--- src/rtl/uart_evt_pkg.sv ---
package uart_evt_pkg;
  localparam int DATA_W  = 8;
  localparam int MS_BIT  = 3;
  localparam int DMA_BIT = 4;
  localparam int TXE_BIT = 5;
  localparam int N_STICKY = 2;
  // sticky vector order
  localparam int ST_DMA = 0;
  localparam int ST_MS  = 1;
endpackage

--- src/rtl/evt_sticky.sv ---
module evt_sticky #(
  parameter int W = 2
) (
  input  logic         clk_i,
  input  logic         rst_ni,
  input  logic [W-1:0] set_i,
  input  logic [W-1:0] clr_i,
  output logic [W-1:0] q_o
);
  for (genvar g = 0; g < W; g++) begin : g_bit
    logic q;
    always_ff @(posedge clk_i or negedge rst_ni) begin
      if (!rst_ni) q <= 1'b0;
      else         q <= set_i[g] | (q & ~clr_i[g]); // set wins over clear
    end
    assign q_o[g] = q;
  end
endmodule

--- src/rtl/evt_rd_port.sv ---
module evt_rd_port #(
  parameter int          ADDR_W   = 3,
  parameter int          DATA_W   = 8,
  parameter logic [ADDR_W-1:0] EVT_ADDR = '0
) (
  input  logic [ADDR_W-1:0] addr_i,
  input  logic              rd_i,
  input  logic              wr_i,
  input  logic [DATA_W-1:0] view_i,
  output logic              clr_o,
  output logic [DATA_W-1:0] rdata_o
);
  logic sel;
  assign sel     = (addr_i == EVT_ADDR);
  assign clr_o   = sel & rd_i & ~wr_i;
  assign rdata_o = sel ? view_i : '0;
endmodule

--- src/rtl/uart_evt_reg.sv ---
module uart_evt_reg
  import uart_evt_pkg::*;
#(
  parameter int          ADDR_W   = 3,
  parameter logic [ADDR_W-1:0] EVT_ADDR = 3'd5
) (
  input  logic              clk_i,
  input  logic              rst_ni,
  input  logic [ADDR_W-1:0] addr_i,
  input  logic              rd_i,
  input  logic              wr_i,
  input  logic              dma_tc_i,
  input  logic              txemp_i,
  input  logic              ms_chg_i,
  input  logic              ms_sel_i,
  output logic [DATA_W-1:0] rdata_o
);
  logic                rd_hit;
  logic [N_STICKY-1:0] st_set, st_clr, st_q;
  logic [DATA_W-1:0]   evt_view;

  always_comb begin
    st_set         = '0;
    st_clr         = '0;
    st_set[ST_DMA] = dma_tc_i;
    st_clr[ST_DMA] = rd_hit;
    st_set[ST_MS]  = ms_chg_i & ~ms_sel_i;
    st_clr[ST_MS]  = rd_hit | ms_sel_i; // masked mode drops stale flag
  end

  evt_sticky #(.W(N_STICKY)) u_sticky (
    .clk_i  (clk_i),
    .rst_ni (rst_ni),
    .set_i  (st_set),
    .clr_i  (st_clr),
    .q_o    (st_q)
  );

  always_comb begin
    evt_view          = '0;
    evt_view[DMA_BIT] = st_q[ST_DMA];
    evt_view[MS_BIT]  = st_q[ST_MS] & ~ms_sel_i;
    evt_view[TXE_BIT] = txemp_i;
  end

  evt_rd_port #(.ADDR_W(ADDR_W), .DATA_W(DATA_W), .EVT_ADDR(EVT_ADDR)) u_rd (
    .addr_i  (addr_i),
    .rd_i    (rd_i),
    .wr_i    (wr_i),
    .view_i  (evt_view),
    .clr_o   (rd_hit),
    .rdata_o (rdata_o)
  );
endmodule

--- config.mk ---
export PLATFORM = sky130hd
export DESIGN_NAME = uart_evt_reg
export DESIGN_NICKNAME = d
export VERILOG_FILES = /design/src/rtl/uart_evt_pkg.sv /design/src/rtl/evt_sticky.sv /design/src/rtl/evt_rd_port.sv /design/src/rtl/uart_evt_reg.sv
export SDC_FILE = /design/constraint.sdc
export NUM_CORES = 1
export LEC_CHECK = 0
export BUFFER_PORTS_ARGS = -buffer_cell sky130_fd_sc_hd__buf_2
export CORE_AREA = 2 2 39 41
export CTS_CLUSTER_DIAMETER = 40
export DETAILED_ROUTE_END_ITERATION = 10
export DIE_AREA = 0 0 41 43
export PLACE_DENSITY = 0.39
export REMOVE_ABC_BUFFERS = 1
export SLEW_MARGIN = 15
export SYNTH_ARGS = -nofsm -noshare
export SYNTH_HDL_FRONTEND = slang
export SYNTH_SLANG_ARGS = --single-unit
--- constraint.sdc ---
create_clock -name clk_i -period 1.4 [get_ports clk_i]
set_input_delay 0.14 -clock clk_i [delete_from_list [all_inputs] [get_ports clk_i]]
set_output_delay 0.14 -clock clk_i [all_outputs]
set_load 0.03 [all_outputs]
==> impl_metrics.py, run 1 <==
metrics = {
    "yosys": {
        "ys_ff_latch": 2,
        "synthMuxAreaShare": 0,
        "synth_fa_ha_area_frac": 0,
        "synth.distinct_cells": 10,
        "avgSynthCellArea_um2": 9.175,
        "synth_top_family_by_area": "simple AND/OR/NAND/NOR gates",
        "synthCells": 18,
        "synth-seq-area-share": 0.3030,
        "yosys.area_share.simple": 0.3409,
        "yosysWarnings": 0,
        "synthXorXnorAreaFrac": 0,
        "synth-compound-area-share": 0.1061,
        "netlist_area_um2": 165.2,
    },
    "critical_path": {
        "rr_startpoint": "u_sticky.g_bit[1].q",
        "cp_slowest_cell": "dfrtp_1",
        "r2r-end": "u_sticky.g_bit[1].q",
        "arrival_ps": 910,
        "r2r_setup_slack_ps": 740,
        "worstPathMaxFanout": 2,
        "required_ps": 1260,
        "critPathLaunchType": "register",
        "critPathCapture": "rdata_o[3]",
        "reg2regPathDepth": 2,
        "path_class": "register to output pin",
        "critPathLaunch": "u_sticky.g_bit[1].q",
        "setup.worst_path.end_class": "output pin",
        "cp_cell_sequence": "and3b_1, buf_2",
        "cpPeakStageDelay_ps": 360,
    },
    "layout": {
        "final_common_cell": "buf_2",
        "largest_register_ffs": 2,
        "num_antenna_cells": 0,
        "area_growth_pct": 57.58,
        "layout.nets": 47,
        "drive_above_1_share": 0.5882,
        "regMostFlops": "u_sticky.g_bit.q",
        "layout_common_cells": "buf_2, conb_1, clkbuf_4",
        "largestRegisters": "u_sticky.g_bit.q (2)",
    },
    "clock_tree": {
        "cts.clk_slew.worst_paths_ps": 30,
        "cts_tree": "built",
        "clockBufferDepth": 2,
        "clkSinkCount": 2,
        "post-cts-setup-buffers": 0,
        "cts_max_level": 1,
        "cts_buffers": 3,
        "root_buffer": "clkbuf_4",
        "post_cts_resized": 0,
        "clk_latency_ps": 220,
    },
    "floorplanning": {
        "dieWidth_um": 41,
        "rows": 14,
        "dieArea_mm2": 0.001763,
        "start_util": 0.1193,
        "io_pins": 19,
        "coreArea_mm2": 0.001384,
        "die_y_um": 43,
    },
    "place": {
        "place_congestion": 0.5355,
        "io_buffers": 13,
    },
    "pwr": {
        "power.total_uw": 242.0,
        "p_leak_uw": 0.0001412,
        "ir_worst_vdd_mv": 0.1442,
        "power_density_mw_per_mm2": 929.8,
    },
    "grt": {
        "grt_max_degree": 6,
        "grt_antenna_before_repair": 0,
        "grt.overflow.total": 0,
        "grt_pass1_wl_um": 462,
        "grt_usage": 0.04719,
        "grt_pass1_vias": 124,
    },
    "worst_hold_path": {
        "hp-class": "input port to register",
    },
    "drt": {
        "avgRoutedWirePerCell_um": 8.260,
        "via_count": 167,
        "drcViolationCount": 0,
        "ant_nets": 0,
        "dr.pass1.iters": 4,
        "viasPerCell": 3.340,
        "drtIter0Drc": 3,
        "totalWireLength_um": 413,
    },
    "sta": {
        "setup_viol": 0,
        "finalCriticalPeriod_ps": 1047,
        "hold_violations": 0,
        "fmaxAchievable_mhz": 955.2,
        "fin_skew_ps": 0,
        "tns_ps": 0,
        "period_share": 0.7478,
        "slew_violations": 0,
        "rsz0062_at_grt": "false",
    },
    "job": {
        "cap_violations": 0,
    },
    "status": {
        "status": "completed",
    },
}
==> report_power, final <==
part / switching, uW / internal, uW / total [uW] / leakage [uW]
Combinational: 34.7 / 19.8 / 54.4 / 0.000106
Clock: 31.2 / 94.4 / 126 / 0.0000138
Sequential: 0.993 / 60.9 / 61.9 / 0.0000215
==> worst max-delay path, delay by kind of cell (launching register included) <==
| kind | cells | cell delay [ps] |
|---|---|---|
| simple gates | 1 | 160 |
| buf+inv | 1 | 170 |
| flops | 1 | 360 |
==> repair_timing <==
item                       CTS  global route
hold endpoints to repair     2             0
hold buffers                 1             0
setup endpoints to repair    0             0
==> through the flow <==
stage	cell area (um^2)	hold slack (ps)	cells	setup WS, ps	util
after floorplan	142.6	-155.6	17	531.8	-
after global placement	227.7	-67.49	46	403.7	0.1646
after detailed placement	227.7	-69.00	46	399.0	0.1646
after CTS	260.3	88.64	50	339.0	0.1881
after global routing	260.3	91.20	50	320.2	0.1881
final	260.3	98.39	50	353.1	0.1881
==> per-layer routing <==
metal	wire length, um	track usage
met5	0	0
met4	0	0.06000
met3	103	0.03141
met2	138	0.04375
met1	171	0.05788
==> how the worst min path moves through the flow <==
stage	cells past startpoint	startpoint	to	slack, ps
5_1_grt	2	ms_sel_i	u_sticky.g_bit[1].q	90
2_1_floorplan	0	rst_ni	u_sticky.g_bit[0].q	-160
3_3_place_gp	1	rst_ni	u_sticky.g_bit[1].q	-70
3_5_place_dp	1	rst_ni	u_sticky.g_bit[1].q	-70
6_report	2	ms_sel_i	u_sticky.g_bit[1].q	100
4_1_cts	2	ms_sel_i	u_sticky.g_bit[1].q	90
==> cell usage after synthesis <==
cell type,instances,area [um^2]
nor2_1,2,7.510
a21oi_1,1,5.000
and3b_2,1,10.01
a211oi_2,1,12.51
conb_1,1,3.750
dfrtp_1,2,50.05
and2_2,2,15.01
buf_4,5,37.54
and3b_1,1,8.760
nor3b_1,2,15.01
==> area by class of cell <==
cell class,count,area (um^2)
Clock buffer,3,22.52
Sequential cell,2,50.05
Tap cell,16,20.02
Multi-Input combinational cell,15,92.59
Timing Repair Buffer,14,75.07
Fill cell,159,1124
==> cells by family after synthesis <==
logic type	after synthesis
simple gates	8
buf+inv	5
other cells	1
flops	2
compound gates	2
Note: power is estimated with default switching activity, not from simulation.
==> run 2, diff against run 1 <==
--- a/config.mk
+++ b/config.mk
@@ -10,7 +10,7 @@
 export CTS_CLUSTER_DIAMETER = 40
 export DETAILED_ROUTE_END_ITERATION = 10
 export DIE_AREA = 0 0 41 43
-export PLACE_DENSITY = 0.39
+export PLACE_DENSITY = 0.4
 export REMOVE_ABC_BUFFERS = 1
 export SLEW_MARGIN = 15
 export SYNTH_ARGS = -nofsm -noshare
==> constraint.sdc (replaced) <==
create_clock -name clk_i -period 0.9 [get_ports clk_i]
set_input_delay 0.09 -clock clk_i [delete_from_list [all_inputs] [get_ports clk_i]]
set_output_delay 0.09 -clock clk_i [all_outputs]
set_load 0.03 [all_outputs]
==> run 2 against run 1 <==
The run now ends with negative setup slack left. Non-clock buffer count is 1 higher. Wire length is 0.24% higher. Die area stayed put. Sequential power is 56% higher. Via count is 1.2% lower. Sequential share of layout area is 1.6 points lower. Final area is 9.1% higher. Critical path type unchanged. Largest power group unchanged. Highest routed layer is now met4.
==> impl_metrics.py, run 2 (synthesis results as in run 1) <==
metrics = {
    "place": {
        "placed_area_um2": 235.2,
        "place_congestion": 0.5927,
        "io_buffers": 13,
        "hpwl_um": 353,
        "place_inst": 47,
    },
    "clock_tree": {
        "clockBufferDepth": 2,
        "clk_latency_ps": 220,
        "root_buffer": "clkbuf_4",
        "cts_buffers": 3,
        "post-cts-setup-buffers": 0,
        "clkSinkCount": 2,
        "cts.clk_slew.worst_paths_ps": 30,
        "cts_tree": "built",
        "cts_max_level": 1,
    },
    "sta": {
        "hold_violations": 0,
        "fmaxAchievable_mhz": 1021,
        "rsz0062_at_grt": "true",
        "hold_slack_ps": 42.15,
        "finalCriticalPeriod_ps": 979.3,
        "setup_viol": 2,
        "period_share": 1.088,
        "fin_skew_ps": 0,
        "worst_slack_ps": -79.31,
        "slew_violations": 0,
        "tns_ps": -123.7,
    },
    "pwr": {
        "p_switching_uw": 105.0,
        "combPwrFrac": 0.236,
        "internal-power_uw": 278.9,
        "power_density_mw_per_mm2": 1352,
        "ir_worst_vdd_mv": 0.3704,
        "seqPwrFrac": 0.251,
        "clockPowerShare": 0.513,
        "netSwitchingFraction": 0.2735,
        "p_leak_uw": 0.0001489,
    },
    "grt": {
        "grt_max_degree": 6,
        "grt.overflow.total": 0,
        "grt_antenna_before_repair": 0,
        "grt_pass1_vias": 152,
        "grt_usage": 0.05622,
        "grt_pass1_wl_um": 572,
    },
    "layout": {
        "fin_area_um2": 284.0,
        "fill_cells": 160,
        "largest_register_ffs": 2,
        "layout_common_cells": "buf_2, conb_1, clkbuf_4",
        "area_growth_pct": 71.97,
        "num_antenna_cells": 0,
        "layout.nets": 48,
        "drive_above_1_share": 0.6000,
        "final_common_cell": "buf_2",
        "regMostFlops": "u_sticky.g_bit.q",
        "finalNonFillerCells": 51,
        "largestRegisters": "u_sticky.g_bit.q (2)",
    },
    "critical_path": {
        "arrival_ps": 890,
        "worstPathMaxFanout": 2,
        "cp_cell_sequence": "and3b_1, buf_6",
        "cpLargestDelayFamily": "flip-flops",
        "critPathLaunchType": "register",
        "setup.worst_path.end_class": "output pin",
        "path_class": "register to output pin",
        "reg2regPathDepth": 2,
        "required_ps": 810,
        "path_buf_inv": 1,
        "r2r_setup_slack_ps": 240,
        "rr_startpoint": "u_sticky.g_bit[1].q",
        "cp_slowest_cell": "dfrtp_1",
        "cpPeakStageDelay_ps": 360,
        "r2r-end": "u_sticky.g_bit[1].q",
    },
    "floorplanning": {
        "coreArea_mm2": 0.001384,
        "die_y_um": 43,
        "dieWidth_um": 41,
        "rows": 14,
        "io_pins": 19,
        "start_util": 0.1193,
        "dieArea_mm2": 0.001763,
    },
    "status": {
        "status": "complete, but fails checks",
        "failed_checks": "negative setup slack",
    },
    "drt": {
        "totalWireLength_um": 414,
        "drtIter0Drc": 0,
        "ant_nets": 0,
        "viasPerCell": 3.235,
        "dr.pass1.iters": 1,
        "via_count": 165,
        "drcViolationCount": 0,
        "avgRoutedWirePerCell_um": 8.118,
    },
    "worst_hold_path": {
        "hold_depth": 2,
        "min_to": "u_sticky.g_bit[1].q",
        "min_from": "ms_sel_i",
        "hp-class": "input port to register",
    },
    "job": {
        "cap_violations": 0,
    },
}
## run 2: cell types whose count changed in the layout (fill, tap and decap cells not counted)
cell	delta
and2_4	+1
buf_6	+2
buf_2	-3
buf_4	+2
and2_2	-1
## run 2: how the worst max path moves through the flow
stage | cells after the start | to | start
3_5_place_dp | 4 | rdata_o[3] | addr_i[1]
3_3_place_gp | 4 | rdata_o[3] | addr_i[1]
6_report | 2 | rdata_o[3] | u_sticky.g_bit[1].q
4_1_cts | 2 | rdata_o[3] | u_sticky.g_bit[1].q
5_1_grt | 2 | rdata_o[3] | u_sticky.g_bit[1].q
2_1_floorplan | 2 | rdata_o[3] | addr_i[1]
## run 2: per-stage QoR
step / setup WS (ps) / util / total power, uW
after CTS: -95.20 / 0.2034 / 400.3
final: -79.31 / 0.2052 / 383.9
after global routing: -117.5 / 0.2052 / 406.6
after detailed placement: -1.706 / 0.1700 / 180.1
after global placement: -4.434 / 0.1700 / 180.1
after floorplan: 131.8 / - / 147.5
## run 2: cell type report
class	instances	area, um^2	area share
timing repair buffer	15	97.59	0.3436
multi-input combinational	15	93.84	0.3304
sequential	2	50.05	0.1762
clock buffer	3	22.52	0.07930
tap	16	20.02	0.07048
## run 2: worst reg2reg max path: stages (launching register included)
cell,delay [ps]
dfrtp_1,360
nor2_1,120
a211oi_2,60
## run 2: repair_timing
action,CTS,global route
hold buffers,1,0
resized for setup,5,2
endpoints found under the setup margin,2,3
gates cloned,0,0
endpoints found under the hold margin,2,0
pin swaps,0,0
## run 2: per-layer routing
| metal | track usage | part of all wire | vias to the layer above |
|---|---|---|---|
| met3 | 0.03141 | 0.15 | 2 |
| met5 | 0 | 0 | - |
| met1 | 0.06109 | 0.43 | 64 |
| li1 | - | - | 85 |
| met4 | 0.08000 | 0.0097 | 0 |
| met2 | 0.05938 | 0.40 | 14 |
## run 2: power by group through the flow
| stage | Clock (uW) | Sequential, uW | Combinational [uW] |
|---|---|---|---|
| 2_1_floorplan | 0 | 97.0 | 50.4 |
| 3_3_place_gp | 0 | 97.3 | 82.8 |
| 3_5_place_dp | 0 | 97.3 | 82.8 |
| 4_1_cts | 213 | 96.4 | 91.0 |
| 5_1_grt | 211 | 96.9 | 99.2 |
| 6_report | 197 | 96.5 | 90.6 |
==> run 3, diff against run 2 <==
==> constraint.sdc (replaced) <==
create_clock -name clk_i -period 0.9 [get_ports clk_i]
set_input_delay 0.045 -clock clk_i [delete_from_list [all_inputs] [get_ports clk_i]]
set_output_delay 0.045 -clock clk_i [all_outputs]
set_load 0.03 [all_outputs]
==> run 3 against run 2 <==
The run still ends with negative setup slack left. First-iteration DRC count increased by 5. Clock power about the same. Worst hold slack improved by 56 ps. Combinational power increased by 2%.
==> impl_metrics.py, run 3 (synthesis results as in run 1) <==
metrics = {
    "job": {
        "cap_violations": 0,
    },
    "critical_path": {
        "cp_cell_sequence": "and3b_1, buf_6",
        "cpPeakStageDelay_ps": 360,
        "critPathLaunchType": "register",
        "required_ps": 850,
        "setup.worst_path.end_class": "output pin",
        "path_class": "register to output pin",
        "path_buf_inv": 1,
        "cp_slowest_cell": "dfrtp_1",
        "cpLargestDelayFamily": "flip-flops",
        "worstPathMaxFanout": 2,
        "arrival_ps": 880,
    },
    "grt": {
        "grt_antenna_before_repair": 0,
        "grt_pass1_vias": 176,
        "grt_usage": 0.06413,
        "grt.overflow.total": 0,
        "grt_pass1_wl_um": 676,
        "grt_max_degree": 6,
    },
    "drt": {
        "avgRoutedWirePerCell_um": 8.745,
        "totalWireLength_um": 446,
        "viasPerCell": 3.196,
        "drcViolationCount": 0,
        "ant_nets": 0,
        "dr.pass1.iters": 2,
        "via_count": 163,
        "drtIter0Drc": 5,
    },
    "place": {
        "place_inst": 46,
        "dp_slack_ps": 94.49,
        "place_congestion": 0.6281,
        "io_buffers": 13,
        "hpwl_um": 393.8,
        "placed_area_um2": 227.7,
    },
    "layout": {
        "largest_register_ffs": 2,
        "finalNonFillerCells": 51,
        "final_common_cell": "buf_2",
        "layout_common_cells": "buf_2, conb_1, clkbuf_4",
        "num_antenna_cells": 0,
        "largestRegisters": "u_sticky.g_bit.q (2)",
        "drive_above_1_share": 0.5714,
        "regMostFlops": "u_sticky.g_bit.q",
        "layout.nets": 48,
        "area_growth_pct": 71.97,
        "fin_area_um2": 284.0,
    },
    "floorplanning": {
        "start_util": 0.1193,
        "coreArea_mm2": 0.001384,
        "dieWidth_um": 41,
        "dieArea_mm2": 0.001763,
        "io_pins": 19,
        "die_y_um": 43,
        "rows": 14,
    },
    "worst_hold_path": {
        "hp-class": "input port to register",
    },
    "sta": {
        "slew_violations": 0,
        "period_share": 1.033,
        "worst_slack_ps": -29.58,
        "fin_skew_ps": 0,
        "rsz0062_at_grt": "true",
        "setup_viol": 1,
        "fmaxAchievable_mhz": 1076,
        "hold_violations": 0,
        "hold_slack_ps": 97.93,
        "tns_ps": -29.58,
        "finalCriticalPeriod_ps": 929.6,
    },
    "clock_tree": {
        "clockBufferDepth": 2,
        "cts.clk_slew.worst_paths_ps": 30,
        "cts_tree": "built",
        "cts_max_level": 1,
        "clk_latency_ps": 220,
        "clkSinkCount": 2,
        "root_buffer": "clkbuf_4",
        "post-cts-setup-buffers": 0,
        "cts_buffers": 3,
    },
    "status": {
        "status": "complete, but fails checks",
        "failed_checks": "negative setup slack",
    },
    "pwr": {
        "p_leak_uw": 0.0001478,
        "power_density_mw_per_mm2": 1353,
        "ir_worst_vdd_mv": 0.5974,
    },
}
==> run 3: changes by cell type in the layout (fill, tap and decap cells not counted) <==
cell,before,now
buf_2,10,11
buf_4,2,0
dlygate4sd3_1,1,2
==> run 3: layout make-up <==
| type | instances | area (um^2) |
|---|---|---|
| flip-flops and latches | 2 | 50.05 |
| fillers | 161 | 1100 |
| well taps | 16 | 20.02 |
| multi-input cells | 15 | 93.84 |
| repair buffers | 15 | 97.59 |
| clock buffers | 3 | 22.52 |
==> run 3: repair_timing <==
action,4_1_cts,5_1_grt
hold buffers,2,0
endpoints found under the hold margin,3,0
gates resized for setup,5,0
setup endpoints to repair,2,2
==> run 3: worst min-delay path, cell delays in order <==
cell	delay (ps)
buf_2	110
nor2_1	80
a21oi_1	50
==> run 3: stage by stage <==
| step | total power, uW | util |
|---|---|---|
| floorplan | 147.5 | - |
| global placement | 179.0 | 0.1646 |
| detailed placement | 179.4 | 0.1646 |
| CTS | 399.9 | 0.2052 |
| global route | 422.7 | 0.2052 |
| finish | 384.4 | 0.2052 |
==> run 3: final timing paths <==
| check | cells past startpoint | from | endpoint | slack [ps] |
|---|---|---|---|---|
| worst max-delay path | 2 | u_sticky.g_bit[1].q | rdata_o[3] | -30 |
| max in group asynchronous | 2 | rst_ni | u_sticky.g_bit[1].q | 660 |
| worst min-delay path | 3 | dma_tc_i | u_sticky.g_bit[0].q | 100 |
| min in group asynchronous | 2 | rst_ni | u_sticky.g_bit[0].q | 140 |
| worst min register to register | 2 | u_sticky.g_bit[0].q | u_sticky.g_bit[0].q | 530 |
| worst max register to register | 2 | u_sticky.g_bit[1].q | u_sticky.g_bit[1].q | 240 |
==> run 3: power by group <==
group | total, uW | internal [uW] | switching, uW
clock network | 195 | 147 | 48.5
logic | 92.5 | 37.5 | 55.0
registers | 96.5 | 94.8 | 1.73
==> run 3: layer usage <==
metal | track usage | wire (um) | vias to the layer above
met5 | 0 | 0 | -
met4 | 0.06000 | 0 | 0
met3 | 0.05236 | 95 | 0
met2 | 0.06875 | 153 | 14
met1 | 0.07348 | 198 | 64
li1 | - | - | 85
